==> src/rtl/rws_sel_pkg.sv <==
package rws_sel_pkg;

    typedef enum logic [1:0] {
        GM_PLAIN  = 2'd0,
        GM_SLOT   = 2'd1,
        GM_TAGLIM = 2'd2,
        GM_RSVD   = 2'd3
    } gate_mode_e;

endpackage

==> src/rtl/rws_grp_budget.sv <==
module rws_grp_budget #(
    parameter int GROUP_SZ = 2,
    parameter int MAX_WAIT = 1,
    parameter int BW       = 3
) (
    input  logic [GROUP_SZ-1:0] grp_ind,
    output logic [BW-1:0]       budget
);
    localparam int LIMIT = MAX_WAIT + 1;

    int unsigned busy;

    always_comb begin
        busy = $countones(grp_ind);
        if (busy >= LIMIT) begin
            budget = '0;
        end else begin
            budget = BW'(LIMIT - busy);
        end
    end

endmodule

==> src/rtl/rws_fu_pick.sv <==
module rws_fu_pick
    import rws_sel_pkg::*;
#(
    parameter int N_ENTRY = 32,
    parameter int IDXW    = 5
) (
    input  gate_mode_e         mode,
    input  logic               unit_busy,
    input  logic               budget_ok,
    input  logic [N_ENTRY-1:0] avail,
    input  logic [N_ENTRY-1:0] prod,
    output logic [N_ENTRY-1:0] pick_oh,
    output logic               pick_vld,
    output logic [IDXW-1:0]    pick_idx,
    output logic               pick_tag
);
    logic [N_ENTRY-1:0] allow;
    logic [N_ENTRY-1:0] elig;

    // eligibility per entry under the active gating mode
    always_comb begin
        for (int e = 0; e < N_ENTRY; e++) begin
            unique case (mode)
                GM_SLOT:   allow[e] = !unit_busy || !prod[e];
                GM_TAGLIM: allow[e] = !prod[e] || (!unit_busy && budget_ok);
                default:   allow[e] = !unit_busy;
            endcase
        end
        elig = avail & allow;
    end

    // lowest index wins: isolate the least significant set bit
    always_comb begin
        pick_oh  = elig & (~elig + N_ENTRY'(1));
        pick_vld = |elig;
        pick_tag = |(pick_oh & prod);
        pick_idx = '0;
        for (int e = 0; e < N_ENTRY; e++) begin
            if (pick_oh[e]) begin
                pick_idx = IDXW'(e);
            end
        end
    end

endmodule

==> src/rtl/rws_issue_select.sv <==
module rws_issue_select
    import rws_sel_pkg::*;
#(
    parameter int N_ENTRY  = 32,
    parameter int ISSUE_W  = 6,
    parameter int GROUP_SZ = 2,
    parameter int MAX_WAIT = 1,
    localparam int IDXW    = $clog2(N_ENTRY),
    localparam int N_GRP   = ISSUE_W / GROUP_SZ,
    localparam int BW      = $clog2(MAX_WAIT + GROUP_SZ + 2)
) (
    input  logic                    clk,
    input  logic                    rst_n,
    input  logic                    issue_en,
    input  logic [1:0]              gate_mode,
    input  logic [ISSUE_W-1:0]      wait_ind,
    input  logic [N_ENTRY-1:0]      req_vec,
    input  logic [N_ENTRY-1:0]      prod_tag,
    output logic [ISSUE_W-1:0]      gnt_valid,
    output logic [ISSUE_W*IDXW-1:0] gnt_idx
);
    gate_mode_e         mode;
    logic [N_ENTRY-1:0] taken   [0:ISSUE_W];
    logic [N_ENTRY-1:0] pick_oh [0:ISSUE_W-1];
    logic [BW-1:0]      bud     [0:ISSUE_W-1];
    logic [BW-1:0]      grp_bud [0:N_GRP-1];
    logic [ISSUE_W-1:0] tag_used;
    logic [ISSUE_W-1:0] vld_c;
    logic [ISSUE_W*IDXW-1:0] idx_c;

    assign mode     = gate_mode_e'(gate_mode);
    assign taken[0] = '0;

    for (genvar g = 0; g < N_GRP; g++) begin : g_grp
        rws_grp_budget #(
            .GROUP_SZ(GROUP_SZ),
            .MAX_WAIT(MAX_WAIT),
            .BW      (BW)
        ) u_bud (
            .grp_ind(wait_ind[g*GROUP_SZ +: GROUP_SZ]),
            .budget (grp_bud[g])
        );
    end

    for (genvar f = 0; f < ISSUE_W; f++) begin : g_fu
        // budget chain: restart at the first unit of each group
        if ((f % GROUP_SZ) == 0) begin : g_head
            assign bud[f] = grp_bud[f / GROUP_SZ];
        end else begin : g_tail
            assign bud[f] = bud[f-1] - BW'(tag_used[f-1]);
        end

        rws_fu_pick #(
            .N_ENTRY(N_ENTRY),
            .IDXW   (IDXW)
        ) u_pick (
            .mode     (mode),
            .unit_busy(wait_ind[f]),
            .budget_ok(bud[f] != '0),
            .avail    (req_vec & ~taken[f] & {N_ENTRY{issue_en}}),
            .prod     (prod_tag),
            .pick_oh  (pick_oh[f]),
            .pick_vld (vld_c[f]),
            .pick_idx (idx_c[f*IDXW +: IDXW]),
            .pick_tag (tag_used[f])
        );

        assign taken[f+1] = taken[f] | pick_oh[f];
    end

    always_ff @(posedge clk) begin
        if (!rst_n) begin
            gnt_valid <= '0;
            gnt_idx   <= '0;
        end else begin
            gnt_valid <= vld_c;
            gnt_idx   <= idx_c;
        end
    end

endmodule

==> config.mk <==
export PLATFORM = sky130hd
export DESIGN_NAME = rws_issue_select
export DESIGN_NICKNAME = d
export VERILOG_FILES = /design/src/rtl/rws_sel_pkg.sv /design/src/rtl/rws_grp_budget.sv /design/src/rtl/rws_fu_pick.sv /design/src/rtl/rws_issue_select.sv
export SDC_FILE = /design/constraint.sdc
export NUM_CORES = 1
export LEC_CHECK = 0
export ABC_CLOCK_PERIOD_IN_PS = 14000
export CAP_MARGIN = 10
export CORE_ASPECT_RATIO = 1.75
export CORE_UTILIZATION = 30
export DETAILED_ROUTE_END_ITERATION = 10
export PLACE_DENSITY_LB_ADDON = 0.2
export SLEW_MARGIN = 20
export SYNTH_ARGS = -nofsm -noshare
export SYNTH_HDL_FRONTEND = slang
export SYNTH_HIERARCHICAL = 1
export SYNTH_SLANG_ARGS = --single-unit
export TNS_END_PERCENT = 50
==> constraint.sdc <==
create_clock -name clk -period 14 [get_ports clk]
set_input_delay 1.4 -clock clk [delete_from_list [all_inputs] [get_ports clk]]
set_output_delay 1.4 -clock clk [all_outputs]
set_load 0.02 [all_outputs]
==> impl_metrics.csv, run 1 <==
group,metric,value,unit
final_layout,fin_nets,2663,
place,pre_cts_slack,-2.71,ns
clock_tree,cts_tree,"done",
final_layout,drive_gt1_share,40.5,%
clock_tree,cts_hold_buf,0,
run_status,status,"finished with violations",
die,dieArea,38000,µm²
die,io_pins,111,
place,gp_congestion,1.12,
clock_tree,cts.sinks,36,
routing,wl_per_cell,24.2,µm
routing,first_pass_iters,8,
global_route,overflow,0,
clock_tree,clockBufferDepth,2,
routing,wirelength,73900,µm
synth,postSynthAreaPerCell,6.30,µm²
routing,vias_per_cell,5.70,
synth,syn_inst,1770,
setup_path,cp.required,14.20,ns
place,dp_cells,2992,
clock_tree,cts_buffers,5,
global_route,grtUsageTotal,38.8,%
setup_path,crit_start,"wait_ind[0]",
die,die_height,257,µm
run,cap_violations,0,
synth,synth_nets,1857,
pwr,p_seq_share,10.5,%
pwr,switching_share,48.8,%
synth,ys_warn_count,6,
setup_path,cp-start-kind,"input port",
die,coreArea,36800,µm²
routing,drc,0,
pwr,power.switching,0.000557,W
timing,fin_crit_sh,105,%
final_layout,final_cells,3054,
setup_path,path_buf_inv,24,
routing,num_vias,17400,
pwr,power.total,0.00114,W
timing,relSlewSlack,16.9,%
global_route,grt_pass1_wl,107000,µm
clock_tree,htreeDepth,2,
routing,drtIter0Drc,1113,
pwr,pwr_density_cell,59.3,nW/µm²
pwr,intPower,0.000585,W
setup_path,slowest_stage,"or4_4",
timing,worst_pin_slew,1.21,ns
timing,finalHoldViolations,0,
hold_path,hold_path_class,"in2reg",
timing,min_period,14.65,ns
final_layout,nFillCells,3765,
clock_tree,cts-root-buf,"clkbuf_16",
setup_path,path_max_fanout,5,
timing,slew_violations,0,
global_route,grt_start_max_net_pins,37,
timing,hold_slack,1.97,ns
setup_path,critPathKind,"in2reg",
global_route,first_global_vias,17500,
clock_tree,clkTransAtPathRegs,0.07,ns
setup_path,slowest_delay,0.58,ns
setup_path,worst_setup_path_end_kind,"flip-flop",
setup_path,crit_cells,71,
timing,rsz0062_at_grt,"yes",
pwr,p_leak,8.75,nW
setup_path,crit_top_cell,"buf_4",
setup_path,crit_family,"simple AND/OR/NAND/NOR gates",
synth,syn-cell-area,11200,µm²
setup_path,endpoint,"gnt_idx[25]",
die,initial_utilization,30.3,%
setup_path,cp.arrival,14.85,ns
pwr,comb_power_share,79.1,%
pwr,peakVddDrop,0.0403,mV
routing,ant_nets,0,
place,port_buffers,110,
die,std_cell_rows,93,
timing,setup_violations,6,
final_layout,syn2layout_area_growth,72.7,%
timing,clock.fmax,0.0683,GHz
timing,fin_ws,-0.648,ns
global_route,antenna_found_initial,4,
run_status,violations,"negative setup slack",
die,die_x,148,µm
place,dp_hpwl,61800,µm
pwr,pwr-share-clk,10.4,%
-- worst min path at each step --
stage	start	endpoint	cells after the start
3_3_place_gp	gnt_idx[28]	gnt_idx[28]	1
3_5_place_dp	gnt_valid[1]	gnt_valid[1]	1
6_report	rst_n	gnt_idx[0]	3
5_1_grt	rst_n	gnt_idx[26]	3
2_1_floorplan	rst_n	gnt_idx[16]	1
4_1_cts	rst_n	gnt_valid[0]	3
-- repair_timing --
item	in CTS	in global routing
cloned	3	0
hold endpoints to repair	0	0
setup endpoints to repair	6	6
pin swaps	57	51
buffers inserted	36	16
resized for setup	110	83
-- per-layer routing --
layer / track usage (%) / part of all wire, % / vias to the layer above
met4: 38.8 / 12 / 4
met5: 0 / 0.034 / -
met1: 35.7 / 33 / 8117
met2: 70.5 / 51 / 765
li1: - / - / 8185
met3: 6.01 / 4.5 / 341
-- final cells by class --
class	count	area, µm²	area share (%)
inverters	133	504	2.62
multi-input cells	1528	10400	53.9
clock buffers	5	125	0.649
diodes	2	5.00	0.0260
repair buffers	872	6910	35.9
well taps	475	594	3.08
flip-flops and latches	36	721	3.74
clock inverters	3	18.8	0.0974
-- placed cells by master, fill, tap and decap left out, types with 9 or more instances in the layout --
cell / n
o21ai_1: 21
and2_1: 54
nor4_2: 33
a222oi_1: 12
o2111ai_1: 12
or3_1: 23
a21oi_1: 61
nor2b_1: 11
nand2_1: 238
nand4bb_4: 25
o22ai_1: 62
nand3_1: 50
a22oi_2: 17
o221ai_1: 16
o22ai_4: 13
nor2_1: 252
a22oi_1: 13
o21ai_0: 61
a31oi_1: 14
a221oi_1: 9
nand3b_1: 12
buf_6: 15
nor3_1: 68
nor3_2: 26
inv_1: 128
nand4_1: 53
o22ai_2: 9
dfxtp_1: 36
or4_1: 28
nor4_1: 21
o211ai_1: 12
clkdlybuf4s50_1: 105
buf_4: 744
o311a_1: 9
a211o_1: 9
nand2b_1: 58
or2_2: 28
-- registers in the layout (all words and copies together) (netlist names) --
name / flops
gnt_idx: 30
gnt_valid: 6
-- per-stage QoR --
stage	util, %	cell area (µm²)	setup TNS (ns)
after floorplan	-	11300	0
after global placement	48.8	17900	-14.18
after detailed placement	48.8	17900	-15.63
after CTS	51.1	18800	-3.42
after global routing	52.4	19300	-5.92
final	52.4	19300	-2.42
-- power groups by stage --
| stage | logic [W] | registers, W | clock network (W) |
|---|---|---|---|
| 5_1_grt | 0.000952 | 0.000121 | 0.000124 |
| 3_3_place_gp | 0.000809 | 0.000123 | 0 |
| 3_5_place_dp | 0.000813 | 0.000123 | 0 |
| 2_1_floorplan | 0.000344 | 0.000137 | 0 |
| 6_report | 0.000903 | 0.000120 | 0.000118 |
| 4_1_cts | 0.000850 | 0.000121 | 0.000121 |
No activity file was read; power rests on OpenSTA's default activity.
==> run 2, diff against run 1 <==
ABC_CLOCK_PERIOD_IN_PS = 18830   (was 14000)
RECOVER_POWER = 100   (was not set)
clock period = 18.83 ns   (was 14 ns; I/O delays follow)
==> run 2 against run 1 <==
The flow now finishes without violations. Worst setup slack improved by 1.3 ns. Critical path depth down 10. Cell count fell by 21%.
==> impl_metrics.csv, run 2 (same netlist as run 1, synthesis figures left out) <==
group,metric,value,unit
run_status,status,"finished, final reports clean",
final_layout,layout_common_cells,"259 x nor2_1, 240 x nand2_1, 133 x inv_1, 128 x buf_4, 85 x nor3_1",
clock_tree,clkTransAtPathRegs,0.06,ns
clock_tree,htreeDepth,2,
timing,finalSetupTns,0,ns
timing,min_period,18.23,ns
final_layout,syn2layout_area_growth,21.7,%
hold_path,min_to,"gnt_idx[5]",
final_layout,final_common_cell,"nor2_1",
timing,hold_slack,2.16,ns
place,post_dp_cell_area,13500,µm²
run,cap_violations,0,
timing,finalHoldViolations,0,
timing,rsz0062_at_grt,"no",
setup_path,cp.arrival,18.41,ns
clock_tree,cts_resized,0,
global_route,first_global_vias,14200,
timing,fin_crit_sh,96.8,%
final_layout,drive_gt1_share,14.0,%
clock_tree,cts_setup_buffers,0,
clock_tree,cts_buffers,5,
pwr,peakVddDrop,0.0315,mV
place,port_buffers,110,
pwr,pwr_density_cell,47.9,nW/µm²
die,std_cell_rows,93,
global_route,grtUsageTotal,31.2,%
die,io_pins,111,
hold_path,hold_path_class,"in2reg",
setup_path,crit_start,"wait_ind[0]",
routing,wirelength,60300,µm
setup_path,cp-start-kind,"input port",
routing,ant_nets,0,
global_route,grt_pass1_wl,87800,µm
pwr,p_leak,5.52,nW
die,dieArea,38000,µm²
routing,num_vias,14600,
routing,wl_per_cell,24.9,µm
setup_path,crit_top_cell,"buf_4",
clock_tree,clockBufferDepth,2,
die,coreArea,36800,µm²
clock_tree,cts_tree,"done",
global_route,antenna_found_initial,0,
setup_path,cp.required,19.02,ns
timing,clock.fmax,0.0549,GHz
hold_path,hold_path_startpoint,"rst_n",
die,die_height,257,µm
final_layout,largest_register_ffs,30,
setup_path,worst_setup_path_end_kind,"flip-flop",
routing,drtIter0Drc,1052,
clock_tree,cts_hold_buf,0,
setup_path,critPathKind,"in2reg",
setup_path,slowest_delay,0.73,ns
place,dp_hpwl,50900,µm
die,die_x,148,µm
clock_tree,cts-root-buf,"clkbuf_16",
routing,vias_per_cell,6.03,
final_layout,reg_top3,"gnt_idx: 30 flops, gnt_valid: 6 flops",
timing,setup_violations,0,
routing,drc,0,
die,initial_utilization,30.3,%
global_route,overflow,0,
setup_path,path_max_fanout,16,
timing,worst_pin_slew,1.12,ns
final_layout,fin_nets,2037,
final_layout,largest-register,"gnt_idx",
final_layout,nFillCells,4125,
final_layout,postLayoutCellArea,13600,µm²
clock_tree,cts.sinks,36,
place,gp_congestion,1.02,
timing,relSlewSlack,25.1,%
setup_path,slowest_stage,"or4_1",
hold_path,hold_depth,2,
global_route,grt_start_max_net_pins,37,
timing,slew_violations,0,
final_layout,antenna_cells,0,
routing,first_pass_iters,5,
[run 2: changes by cell type in the layout (fill, tap and decap cells not counted), moves of 12 or more]
cell,delta
nor3_1,+17
o22ai_4,-13
o22ai_1,+22
a22oi_2,-16
nor3_2,-12
o21ai_0,+20
buf_4,-616
clkdlybuf4s50_1,-33
dlygate4sd3_1,+36
a22oi_1,+16
buf_6,-15
[run 2: cell type report]
| type | instances | area (µm²) | share of cell area, % |
|---|---|---|---|
| Clock buffer | 7 | 143 | 1.05 |
| Multi-Input combinational cell | 1528 | 9500 | 69.9 |
| Sequential cell | 36 | 721 | 5.31 |
| Inverter | 133 | 499 | 3.68 |
| Clock inverter | 1 | 7.51 | 0.0553 |
| Tap cell | 475 | 594 | 4.38 |
| Timing Repair Buffer | 246 | 2120 | 15.6 |
[run 2: worst max-delay path by stage]
| stage | endpoint | cells after the start |
|---|---|---|
| 4_1_cts | gnt_idx[25] | 61 |
| 3_5_place_dp | gnt_idx[25] | 61 |
| 3_3_place_gp | gnt_idx[25] | 61 |
| 2_1_floorplan | gnt_idx[25] | 58 |
| 6_report | gnt_idx[25] | 61 |
| 5_1_grt | gnt_idx[26] | 65 |
[run 2: routing by layer]
metal | track usage [%] | wire length [µm] | up-vias
met4 | 29.6 | 6600 | 0
met5 | 0 | 0 | -
li1 | - | - | 6918
met1 | 30.1 | 20400 | 6880
met2 | 57.6 | 31200 | 611
met3 | 2.50 | 2150 | 220
[run 2: worst max-delay path: cells and delay by family]
kind	cells	cell delay (ns)
xor gates and xnor gates	1	0.13
and+or+nand+nor	29	8.51
AOI/OAI and AO/OA	18	4.99
adders and majority gates	4	0.93
buffers and inverters	9	1.93
[run 2: per-stage QoR]
stage | setup WS, ns | util [%] | instances | power, W
2_1_floorplan | 3.38 | - | 1770 | 0.000352
3_3_place_gp | 0.736 | 36.6 | 2418 | 0.000559
3_5_place_dp | 0.666 | 36.6 | 2418 | 0.000559
4_1_cts | 0.957 | 37.0 | 2426 | 0.000650
5_1_grt | 0.00737 | 36.9 | 2426 | 0.000688
6_report | 0.605 | 36.9 | 2426 | 0.000650
[run 2: power by group]
part           switching (W)  internal (W)  leakage, nW
Clock              0.0000349     0.0000528       0.0701
Sequential        0.00000195     0.0000857        0.297
Combinational       0.000305      0.000169         5.15
